$ cat config.mk
export PLATFORM = sky130hd
export DESIGN_NAME = kbw_ctrl
export DESIGN_NICKNAME = d
export VERILOG_FILES = /design/src/rtl/kbw_pkg.sv /design/src/rtl/kbw_sync.sv /design/src/rtl/kbw_detect.sv /design/src/rtl/kbw_regs.sv /design/src/rtl/kbw_ctrl.sv
export SDC_FILE = /design/constraint.sdc
export NUM_CORES = 1
export LEC_CHECK = 0
export BUFFER_PORTS_ARGS = -buffer_cell sky130_fd_sc_hd__buf_2
export CORE_ASPECT_RATIO = 1.25
export CORE_MARGIN = 2
export CORE_UTILIZATION = 42
export DETAILED_ROUTE_END_ITERATION = 8
export HOLD_SLACK_MARGIN = 0.1
export PLACE_DENSITY = 0.74
export SLEW_MARGIN = 20
export SYNTH_ARGS = -nofsm -noshare
export SYNTH_HDL_FRONTEND = slang
export SYNTH_SLANG_ARGS = --single-unit
export TNS_END_PERCENT = 20
$ cat constraint.sdc
create_clock -name clk_i -period 1.1 [get_ports clk_i]
set_input_delay 0.165 -clock clk_i [delete_from_list [all_inputs] [get_ports clk_i]]
set_output_delay 0.165 -clock clk_i [all_outputs]
set_load 0.02 [all_outputs]
$ cat src/rtl/kbw_pkg.sv
package kbw_pkg;
  parameter int unsigned N_PINS   = 8;
  parameter int unsigned SYNC_LEN = 2;
  localparam logic ADDR_MASK = 1'b0;
  localparam logic ADDR_STAT = 1'b1;
  localparam int unsigned FLAG_BIT = 0;
endpackage

$ cat src/rtl/kbw_sync.sv
module kbw_sync #(
  parameter int unsigned WIDTH = 8,
  parameter int unsigned DEPTH = 2
) (
  input  logic             clk_i,
  input  logic             rst_ni,
  input  logic [WIDTH-1:0] d_i,
  output logic [WIDTH-1:0] q_o
);
  logic [WIDTH-1:0] stage_q [DEPTH];

  // idle level is high (keys released)
  generate
    for (genvar s = 0; s < DEPTH; s++) begin : g_stage
      always_ff @(posedge clk_i or negedge rst_ni) begin
        if (!rst_ni) stage_q[s] <= '1;
        else if (s == 0) stage_q[s] <= d_i;
        else stage_q[s] <= stage_q[(s == 0) ? 0 : s-1];
      end
    end
  endgenerate

  assign q_o = stage_q[DEPTH-1];
endmodule

$ cat src/rtl/kbw_detect.sv
module kbw_detect #(
  parameter int unsigned WIDTH = 8
) (
  input  logic [WIDTH-1:0] port_raw_i,
  input  logic [WIDTH-1:0] port_sync_i,
  input  logic [WIDTH-1:0] mask_i,
  output logic             set_req_o,
  output logic             wake_o
);
  logic [WIDTH-1:0] hit_raw, hit_sync;

  generate
    for (genvar p = 0; p < WIDTH; p++) begin : g_pin
      assign hit_raw[p]  = mask_i[p] & ~port_raw_i[p];
      assign hit_sync[p] = mask_i[p] & ~port_sync_i[p];
    end
  endgenerate

  // wake bypasses the clock so it works from power-down
  assign wake_o    = |hit_raw;
  assign set_req_o = |hit_sync;

  always_comb begin
    a_r5_zero_mask_quiet: assert (!(mask_i == '0 && (wake_o || set_req_o)));
  end
endmodule

$ cat src/rtl/kbw_regs.sv
module kbw_regs
  import kbw_pkg::*;
#(
  parameter int unsigned WIDTH = 8
) (
  input  logic             clk_i,
  input  logic             rst_ni,
  input  logic             we_i,
  input  logic             addr_i,
  input  logic [WIDTH-1:0] wdata_i,
  input  logic             set_req_i,
  output logic [WIDTH-1:0] mask_o,
  output logic             flag_o,
  output logic [WIDTH-1:0] rdata_o
);
  logic [WIDTH-1:0] mask_q;
  logic             flag_q;
  logic             clr_req;

  assign clr_req = we_i && (addr_i == ADDR_STAT) && wdata_i[FLAG_BIT];

  always_ff @(posedge clk_i or negedge rst_ni) begin
    if (!rst_ni) mask_q <= '0;
    else if (we_i && addr_i == ADDR_MASK) mask_q <= wdata_i;
  end

  // set has priority over clear
  always_ff @(posedge clk_i or negedge rst_ni) begin
    if (!rst_ni) flag_q <= 1'b0;
    else if (set_req_i) flag_q <= 1'b1;
    else if (clr_req) flag_q <= 1'b0;
  end

  always_comb begin
    rdata_o = '0;
    if (addr_i == ADDR_MASK) rdata_o = mask_q;
    else rdata_o[FLAG_BIT] = flag_q;
  end

  assign mask_o = mask_q;
  assign flag_o = flag_q;

  a_r3_flag_sticky: assert property (@(posedge clk_i) disable iff (!rst_ni)
    flag_q && !clr_req |=> flag_q);
  a_r7_set_wins: assert property (@(posedge clk_i) disable iff (!rst_ni)
    set_req_i && clr_req |=> flag_q);
  a_r2_rise_needs_set: assert property (@(posedge clk_i) disable iff (!rst_ni)
    !flag_q && !set_req_i |=> !flag_q);
  a_r1_mask_write: assert property (@(posedge clk_i) disable iff (!rst_ni)
    we_i && addr_i == ADDR_MASK |=> mask_q == $past(wdata_i));
endmodule

$ cat src/rtl/kbw_ctrl.sv
module kbw_ctrl
  import kbw_pkg::*;
(
  input  logic              clk_i,
  input  logic              rst_ni,
  input  logic [N_PINS-1:0] port_i,
  input  logic              irq_en_i,
  input  logic              reg_we_i,
  input  logic              reg_addr_i,
  input  logic [N_PINS-1:0] reg_wdata_i,
  output logic [N_PINS-1:0] reg_rdata_o,
  output logic              irq_o,
  output logic              wake_o
);
  logic [N_PINS-1:0] port_sync, mask;
  logic              set_req, flag;

  kbw_sync #(.WIDTH(N_PINS), .DEPTH(SYNC_LEN)) u_sync (
    .clk_i(clk_i), .rst_ni(rst_ni), .d_i(port_i), .q_o(port_sync)
  );

  kbw_detect #(.WIDTH(N_PINS)) u_detect (
    .port_raw_i(port_i), .port_sync_i(port_sync), .mask_i(mask),
    .set_req_o(set_req), .wake_o(wake_o)
  );

  kbw_regs #(.WIDTH(N_PINS)) u_regs (
    .clk_i(clk_i), .rst_ni(rst_ni), .we_i(reg_we_i), .addr_i(reg_addr_i),
    .wdata_i(reg_wdata_i), .set_req_i(set_req), .mask_o(mask),
    .flag_o(flag), .rdata_o(reg_rdata_o)
  );

  assign irq_o = flag & irq_en_i;

  a_r4_irq_needs_enable: assert property (@(posedge clk_i) disable iff (!rst_ni)
    irq_o |-> irq_en_i);
endmodule

==> flow_summary.ini, run 1 <==
[synth]
syn_avg_cell_area_sq_um = 11.98
synth_cell_types = 18
yosysWarnings = 0
synth_area_sq_um = 898.4
synth_fp_nets = 96
ys_seq_area_share_pct = 71.87
ys_ff_latch = 25
syn-instance-count = 75

[global_routing]
grt_pass1_vias = 765
grt_pass1_wl_um = 3463
grt_max_degree = 26
grt_overflow_total = 0
grtUsageTotal_pct = 19.22
antenna_found_initial = 0

[cts]
cts.sinks = 25
clk_path_buf_depth = 2
clk_pin_slew_worst_paths_ns = 0.12
cts_max_level = 1
cts_inserted_buffers = 3
cts_root_buf = clkbuf_4
cts_tree = done
insertion_delay_ns = 0.30

[setup_path]
path_buf_inv = 2
crit_path_cell_trace = inv_2 > o22ai_2 > or4_4 > buf_6
end_kind = output pin
worst_setup_path_start_kind = flop
path_delay_family = simple AND/OR/NAND/NOR gates
slowest_stage = or4_4
arrival_ns = 1.54
cp.required_ns = 0.94
worst-r2r-setup-slack_ns = -0.08
reg2reg_depth = 3
slowest_delay_ns = 0.54
rr_endpoint = u_regs.flag_o
crit-reg2reg-launch = u_sync.q_o[3]
cp_max_fo = 2
crit_type = flop to output pin

[hold_path]
hold_class = input pin to flop
min_to = u_regs.flag_o
hold_depth = 3
hold_path_startpoint = reg_we_i

[sta]
whs_ns = 0.1855
tightest_slew_ns = 0.5082
fin_crit_sh_pct = 154.8
hold_viol = 0
maxSlewViolCount = 0
max_freq_mhz = 587.1
clock_skew_ns = 0.002631
fin_crit_ns = 1.703
setup_ws_ns = -0.6033
slew_headroom_pct = 66.12
rsz0062_at_grt = true
setup_viol = 11

[route]
drt-initial-drc-count = 3
viasPerCell = 4.923
drt-wirelength-per-cell_um = 14.02
routed_wl_um = 2187
drc = 0
num_vias = 768
dr.pass1.iters = 4
ant_nets = 0

[place]
port_buffers = 30
place.gp.congestion = 0.7054
place_area_sq_mm = 0.001125
dp_hpwl_um = 1336
dp_cells = 131

[flow_run]
max_cap_violations = 0

[power]
power.leakage_nw = 0.6758
ir_drop_mv = 1.021
p_total_mw = 1.951
powerDensity_mw_per_mm2 = 1303

[floorplanning]
ioPinCount = 31
rows = 18
initial_core_util_pct = 44.82
die_area_sq_mm = 0.002527
die_w_um = 45.37
core_sq_mm = 0.002004
die_h_um = 55.71

[cells_and_area]
finalNetCount = 158
final_common_cell = buf_2
diodes = 0
layout-drive-gt1-share_pct = 59.56
area_growth_pct = 66.71
finish.utilization_pct = 74.72
final_cell_mix = buf_2 (21), dlygate4sd3_1 (17), dfstp_2 (16)
fin_cells = 156
fin_area_sq_mm = 0.001498

[status]
outcome = finished with violations
violations = negative setup slack
==> routing by layer <==
layer / up-vias / track usage, % / share of wire [%]
li1: 370 / - / -
met1: 369 / 24.01 / 41
met2: 25 / 32.86 / 53
met3: 4 / 1.948 / 4.1
met4: 0 / 7.563 / 1.6
met5: - / 0 / 0
==> cells in the mapped netlist <==
cell | instances | area [sq um]
dfstp_2 | 16 | 420.4
dfrtp_1 | 9 | 225.2
nand2_1 | 9 | 33.78
o21ai_0 | 9 | 45.04
inv_1 | 7 | 26.28
nor2_1 | 7 | 26.28
o22ai_1 | 6 | 37.54
or2b_1 | 2 | 15.01
a2111o_1 | 1 | 11.26
and2_1 | 1 | 6.260
and2b_1 | 1 | 7.510
buf_2 | 1 | 5.000
buf_4 | 1 | 7.510
inv_2 | 1 | 3.750
nand2b_1 | 1 | 6.260
nand3_1 | 1 | 5.000
o2111ai_1 | 1 | 8.760
or4_1 | 1 | 7.510
==> kinds of logic after synthesis <==
logic type      count (synthesis)  share of synthesized area, %
flops                          25                         71.87
buf+inv                        10                         4.735
compound gates                 17                         11.42
simple gates                   23                         11.98
==> final cells by class <==
class	instances	area, sq um
fill	130	506.7
timing repair buffer	59	489.2
inverter	8	30.03
clock buffer	4	26.28
multi-input combinational	40	281.5
sequential	25	645.6
tap	20	25.02
==> how the worst max path moves through the flow <==
stage                           startpoint  endpoint  slack, ns  cells after the start
after floorplan           u_regs.mask_o[1]    wake_o      -0.12                      3
after global placement    u_regs.mask_o[2]    wake_o      -0.24                      4
after detailed placement  u_regs.mask_o[2]    wake_o      -0.27                      4
after CTS                 u_regs.mask_o[7]    wake_o      -0.59                      4
after global routing      u_regs.mask_o[4]    wake_o      -0.66                      4
final                     u_regs.mask_o[4]    wake_o      -0.60                      4
==> repair_timing <==
| item | 4_1_cts | 5_1_grt |
|---|---|---|
| resized for setup | 27 | 22 |
| pin swaps | 5 | 4 |
| hold endpoints to repair | 25 | 0 |
| cloned | 0 | 0 |
| hold buffers | 17 | 0 |
| setup buffers | 4 | 3 |
| setup endpoints to repair | 11 | 12 |
==> report_power, final <==
group | leakage [nW] | internal [mW] | switching [mW] | total (mW)
sequential | 0.276 | 1.01 | 0.0323 | 1.04
combinational | 0.385 | 0.282 | 0.247 | 0.529
clock | 0.0150 | 0.141 | 0.238 | 0.379
total | 0.676 | 1.43 | 0.517 | 1.95
==> state kept, by name, summed over array words and instances (netlist names) <==
signal	cells
u_sync.stage_q	8
u_sync.q_o	8
u_regs.mask_o	8
u_regs.flag_o	1
==> stage by stage <==
| step | setup slack, ns | setup TNS (ns) |
|---|---|---|
| finish | -0.6033 | -1.683 |
| global route | -0.6582 | -2.272 |
| CTS | -0.5925 | -2.110 |
| detailed placement | -0.2681 | -0.4511 |
| global placement | -0.2412 | -0.3871 |
| floorplan | -0.1151 | -0.1880 |
==> worst reg2reg max path: cells and delay by family, from the launching register on <==
family	cells	cell delay, ns
AOI/OAI and AO/OA	2	0.44
DFF	1	0.54
and+or+nand+nor	1	0.10
(Power assumes the default switching activity.)
==> inputs of run 2 (changes only) <==
PLACE_DENSITY = 0.69   (was 0.74)
SETUP_SLACK_MARGIN = 0.2   (was not set)
==> flow_summary.ini, run 2 (synthesis results as in run 1) <==
[floorplanning]
core_sq_mm = 0.002004
die_area_sq_mm = 0.002527
ioPinCount = 31
initial_core_util_pct = 44.82
rows = 18
die_h_um = 55.71
die_w_um = 45.37

[power]
power_frac_comb_pct = 24.6
ir_drop_mv = 1.041
power_frac_clock_pct = 20.4
power_frac_seq_pct = 55.1
power.leakage_nw = 0.6501
power.share.switching_pct = 25.97
p_int_mw = 1.396
power.switching_mw = 0.4898
powerDensity_mw_per_mm2 = 1314
p_total_mw = 1.886

[global_routing]
grt_pass1_vias = 734
grtUsageTotal_pct = 17.13
grt_pass1_wl_um = 3132
grt_max_degree = 26
grtUsageMet2_pct = 25.92
met1_usage_pct = 23.53
grt_overflow_total = 0
use_met3_pct = 2.922
top_usage_layer = met2
antenna_found_initial = 0

[sta]
fin_crit_ns = 1.689
setup_viol = 11
tightest_slew_ns = 0.5068
clock_skew_ns = 0.0008102
fin_crit_sh_pct = 153.5
setup_ws_ns = -0.5889
rsz0062_at_grt = true
hold_viol = 0
slew_headroom_pct = 66.21
max_freq_mhz = 592.1
maxSlewViolCount = 0

[status]
outcome = finished with violations
violations = negative setup slack

[cts]
cts_tree = done
insertion_delay_ns = 0.30
clk_pin_slew_worst_paths_ns = 0.12
cts_inserted_buffers = 3
cts_root_buf = clkbuf_4
clk_path_buf_depth = 2
cts.sinks = 25
cts_max_level = 1

[route]
drt-wirelength-per-cell_um = 12.48
ant_nets = 0
routed_wl_um = 1909
num_vias = 730
dr.pass1.iters = 4
drt-initial-drc-count = 9
viasPerCell = 4.771
drc = 0

[setup_path]
crit_path_cell_trace = inv_2 > o22ai_2 > or4_4 > buf_6
cp.required_ns = 0.94
end_kind = output pin
slowest_stage = or4_4
worst_setup_path_start_kind = flop
slowest_delay_ns = 0.54
crit_type = flop to output pin
cp_max_fo = 2
arrival_ns = 1.52

[place]
port_buffers = 30
dp_hpwl_um = 1251
dp_cells = 131
place.gp.congestion = 0.7250

[cells_and_area]
fin_cells = 153
finalNetCount = 155
layout-drive-gt1-share_pct = 57.14
area_growth_pct = 59.75
final_common_cell = buf_2
diodes = 0
final_cell_mix = buf_2 (20), dlygate4sd3_1 (17), dfstp_2 (16)

[flow_run]
max_cap_violations = 0

[hold_path]
hold_class = input pin to flop
[run 2: cell types whose count changed in the layout (fill, tap and decap cells not counted), moves of 2 or more]
cell	change
nor2_2	+2
buf_6	-6
buf_4	+4
nor2_4	-2
[run 2: path summary, 6_finish.rpt]
kind                                 endpoint  depth (start not counted)               start  slack (ns)
max reg2reg                     u_regs.flag_o                          3       u_sync.q_o[7]       -0.05
min                             u_regs.flag_o                          3      reg_wdata_i[0]        0.18
max in group asynchronous  u_sync.stage_q[11]                          2              rst_ni        0.40
max                                    wake_o                          4    u_regs.mask_o[1]       -0.59
min reg2reg                     u_sync.q_o[3]                          0  u_sync.stage_q[11]        0.36
min in group asynchronous    u_regs.mask_o[5]                          2              rst_ni        0.34
[run 2: per-stage QoR]
step                setup slack (ns)  hold WS, ns  util (%)  setup TNS, ns  instance area (sq um)
global placement             -0.2559       0.1601     56.12        -0.3864                   1125
detailed placement           -0.2829       0.1637     56.12        -0.4647                   1125
finish                       -0.5889       0.1802     71.60         -1.541                   1435
global route                 -0.6491       0.1754     71.60         -2.161                   1435
floorplan                    -0.1151      -0.1306         -        -0.1880                  902.1
CTS                          -0.5840       0.1771     68.85         -1.697                   1380
[run 2: cell type report]
type                    count  area [sq um]
clock buffers               4         26.28
multi-input cells          40         261.5
flip-flops and latches     25         645.6
repair buffers             56         446.7
fillers                   141         569.3
inverters                   8         30.03
well taps                  20         25.02
[run 2: critical path: cells and delay by family, from the launching register on]
family | cells | cell delay, ns
AO/OA/AOI/OAI | 1 | 0.08
buffers and inverters | 2 | 0.22
AND/OR/NAND/NOR | 1 | 0.54
flip-flops | 1 | 0.39
[run 2: power groups by stage]
stage,Clock [mW],Combinational (mW),Sequential (mW)
after global routing,0.436,0.505,1.05
after CTS,0.395,0.422,1.04
final,0.384,0.463,1.04
after floorplan,0,0.164,1.04
after global placement,0,0.321,1.05
after detailed placement,0,0.325,1.05
[run 2: metal layers]
metal / part of all wire, % / vias to the layer above
li1: - / 367
met1: 46 / 336
met2: 48 / 23
met3: 3.7 / 4
met4: 1.5 / 0
met5: 0 / -
[run 2: what timing repair did]
item / in CTS / in global routing
hold buffers: 17 / 0
cloned: 0 / 0
endpoints found under the setup margin: 11 / 11
gates resized for setup: 20 / 18
pin swaps: 3 / 0
buffers inserted: 1 / 0
endpoints found under the hold margin: 25 / 0
==> inputs of run 3 (changes only) <==
CORE_UTILIZATION = 44   (was 42)
REMOVE_ABC_BUFFERS = 1   (was not set)
SYNTH_HIERARCHICAL = 1   (was not set)
==> flow_summary.ini, run 3 <==
[status]
outcome = finished with violations
violations = negative setup slack

[sta]
tightest_slew_ns = 0.5382
fin_crit_sh_pct = 159.8
whs_ns = 0.1562
setup_viol = 11
hold_viol = 0
clock_skew_ns = 0.003118
maxSlewViolCount = 0
setup_ws_ns = -0.6578
max_freq_mhz = 568.9
slew_headroom_pct = 64.12
rsz0062_at_grt = true
fin_setup_tns_ns = -3.857
fin_crit_ns = 1.758

[route]
drc = 0
num_vias = 784
ant_nets = 0
dr.pass1.iters = 4
drt-initial-drc-count = 4
routed_wl_um = 2613
drt-wirelength-per-cell_um = 15.55
viasPerCell = 4.667

[synth]
yosys.area_share.simple_pct = 9.586
ys.flop_type = dfstp_2
syn_avg_cell_area_sq_um = 14.48
yosysTopAreaCell = dfstp_2
synth.area.top_cells = dfstp_2 (40%), dfrtp_1 (21%), mux2_4 (11%)
ys_seq_area_share_pct = 61.07
ys_top_cells_by_count = dfstp_2 (16), dfrtp_1 (9), buf_4 (8), mux2_4 (8), o22ai_1 (8)
synthXorXnorAreaFrac_pct = 0
muxShareOfSynthArea_pct = 12.43
yosysWarnings = 6
synth_edf_count = 0
yosysMostFrequentCell = dfstp_2
synth_compound_area_share_pct = 5.444
synth_cell_types = 16
synth_top_area_share_pct = 39.76
syn-instance-count = 73
synth_area_sq_mm = 0.001057
synth-adder-area-share_pct = 0
async_reset_ff_share_pct = 100.0
ys_ff_latch = 25
synth_top_family_by_area = multiplexers

[cts]
cts.sinks = 25
cts_root_buf = clkbuf_4
cts_tree = done
cts_inserted_buffers = 3
insertion_delay_ns = 0.32
cts_max_level = 1
clk_path_buf_depth = 2
clk_pin_slew_worst_paths_ns = 0.14

[place]
place_area_sq_mm = 0.001265
port_buffers = 30
dp_slack_ns = -0.2941
place.gp.congestion = 0.7831
dp_cells = 137
dp_hpwl_um = 1474

[global_routing]
antenna_found_initial = 0
grt_pass1_vias = 793
grt_max_degree = 26
grt_pass1_wl_um = 3532
grt_overflow_total = 0
grtUsageTotal_pct = 18.96

[floorplanning]
rows = 19
ioPinCount = 31
die_area_sq_mm = 0.002814
die_w_um = 47.85
core_sq_mm = 0.002235
die_h_um = 58.81
initial_core_util_pct = 47.31

[setup_path]
crit_path_cell_trace = inv_2 > buf_4 > o22ai_1 > or4_4 > buf_6
arrival_ns = 1.59
cp_max_fo = 2
path_buf_inv = 3
path_delay_family = simple AND/OR/NAND/NOR gates
crit_type = flop to output pin
worst_setup_path_start_kind = flop
slowest_delay_ns = 0.43
cp.required_ns = 0.94
end_kind = output pin
slowest_stage = or4_4

[power]
power_frac_seq_pct = 49.0
powerDensity_mw_per_mm2 = 1310
power.leakage_nw = 0.7946
power.share.switching_pct = 26.99
power.switching_mw = 0.5846
power_frac_clock_pct = 19.6
p_total_mw = 2.166
power_frac_comb_pct = 31.4
ir_drop_mv = 1.088
p_int_mw = 1.581

[cells_and_area]
area_growth_pct = 56.33
finalNetCount = 159
layout-drive-gt1-share_pct = 75.18
fill_cells = 172
final_common_cell = buf_2
fin_cells = 168
finish.utilization_pct = 73.96
diodes = 0
final_cell_mix = buf_2 (23), dlygate4sd3_1 (17), buf_6 (17)
fin_area_sq_mm = 0.001653

[hold_path]
hold_class = input pin to flop

[flow_run]
max_cap_violations = 0
==> run 3: cell types whose count changed in the layout (fill, tap and decap cells not counted), moves of 2 or more <==
cell / delta
mux2_4: +9
nand2_1: -9
buf_6: +8
o21ai_0: -8
and2b_2: +7
nor2_4: -4
buf_2: +3
o22ai_2: +3
buf_4: +2
nor2_2: -2
or2b_1: -2
==> run 3: final cells by class <==
cell class | count | area (sq um) | area share [%]
Timing Repair Buffer | 70 | 586.8 | 35.50
Clock inverter | 1 | 6.256 | 0.3785
Tap cell | 31 | 38.79 | 2.347
Sequential cell | 25 | 645.6 | 39.06
Inverter | 8 | 30.03 | 1.817
Multi-Input combinational cell | 30 | 322.8 | 19.53
Clock buffer | 3 | 22.52 | 1.363
==> run 3: kinds of logic after synthesis <==
kind of cell,after synthesis
flip-flops,25
AO/OA/AOI/OAI,9
AND/OR/NAND/NOR,12
buffers and inverters,18
multiplexers,9
==> run 3: path summary, 6_finish.rpt <==
path                                    from  depth (start not counted)  slack, ns             to
setup reg to reg            u_regs/mask_o[4]                          9      -0.64  u_regs/flag_o
hold / removal                      reg_we_i                          3       0.16  u_regs/flag_o
setup / recovery            u_regs/mask_o[4]                          5      -0.66         wake_o
min in group asynchronous             rst_ni                          2       0.35  u_regs/flag_o
max in group asynchronous             rst_ni                          2       0.39  u_sync/q_o[2]
hold reg to reg            u_sync/stage_q[9]                          0       0.37  u_sync/q_o[1]
==> run 3: routing by layer <==
metal	GRT usage, %	vias up	wire (um)
met5	0	-	0
li1	-	361	-
met1	21.37	385	976
met2	33.14	29	1438
met3	3.681	9	106
met4	8.108	0	91
==> run 3: repair_timing <==
| action | 4_1_cts | 5_1_grt |
|---|---|---|
| hold endpoints to repair | 25 | 0 |
| gates cloned | 0 | 0 |
| pin swaps | 2 | 5 |
| gates resized for setup | 9 | 28 |
| hold buffers | 17 | 0 |
| setup endpoints to repair | 12 | 19 |
| setup buffers | 6 | 4 |
==> run 3: worst register-to-register path, stage by stage (launching register included) <==
cell	delay [ns]
dfrtp_1	0.42
inv_2	0.08
buf_6	0.09
buf_6	0.08
buf_6	0.08
buf_6	0.08
buf_6	0.08
o22ai_2	0.06
or4_1	0.52
a21o_1	0.17
==> run 3: power by group through the flow <==
stage	clock (mW)	sequential, mW	combinational, mW
2_1_floorplan	0	1.06	0.216
3_3_place_gp	0	1.06	0.421
3_5_place_dp	0	1.07	0.431
4_1_cts	0.440	1.05	0.546
5_1_grt	0.481	1.07	0.728
6_report	0.424	1.06	0.681
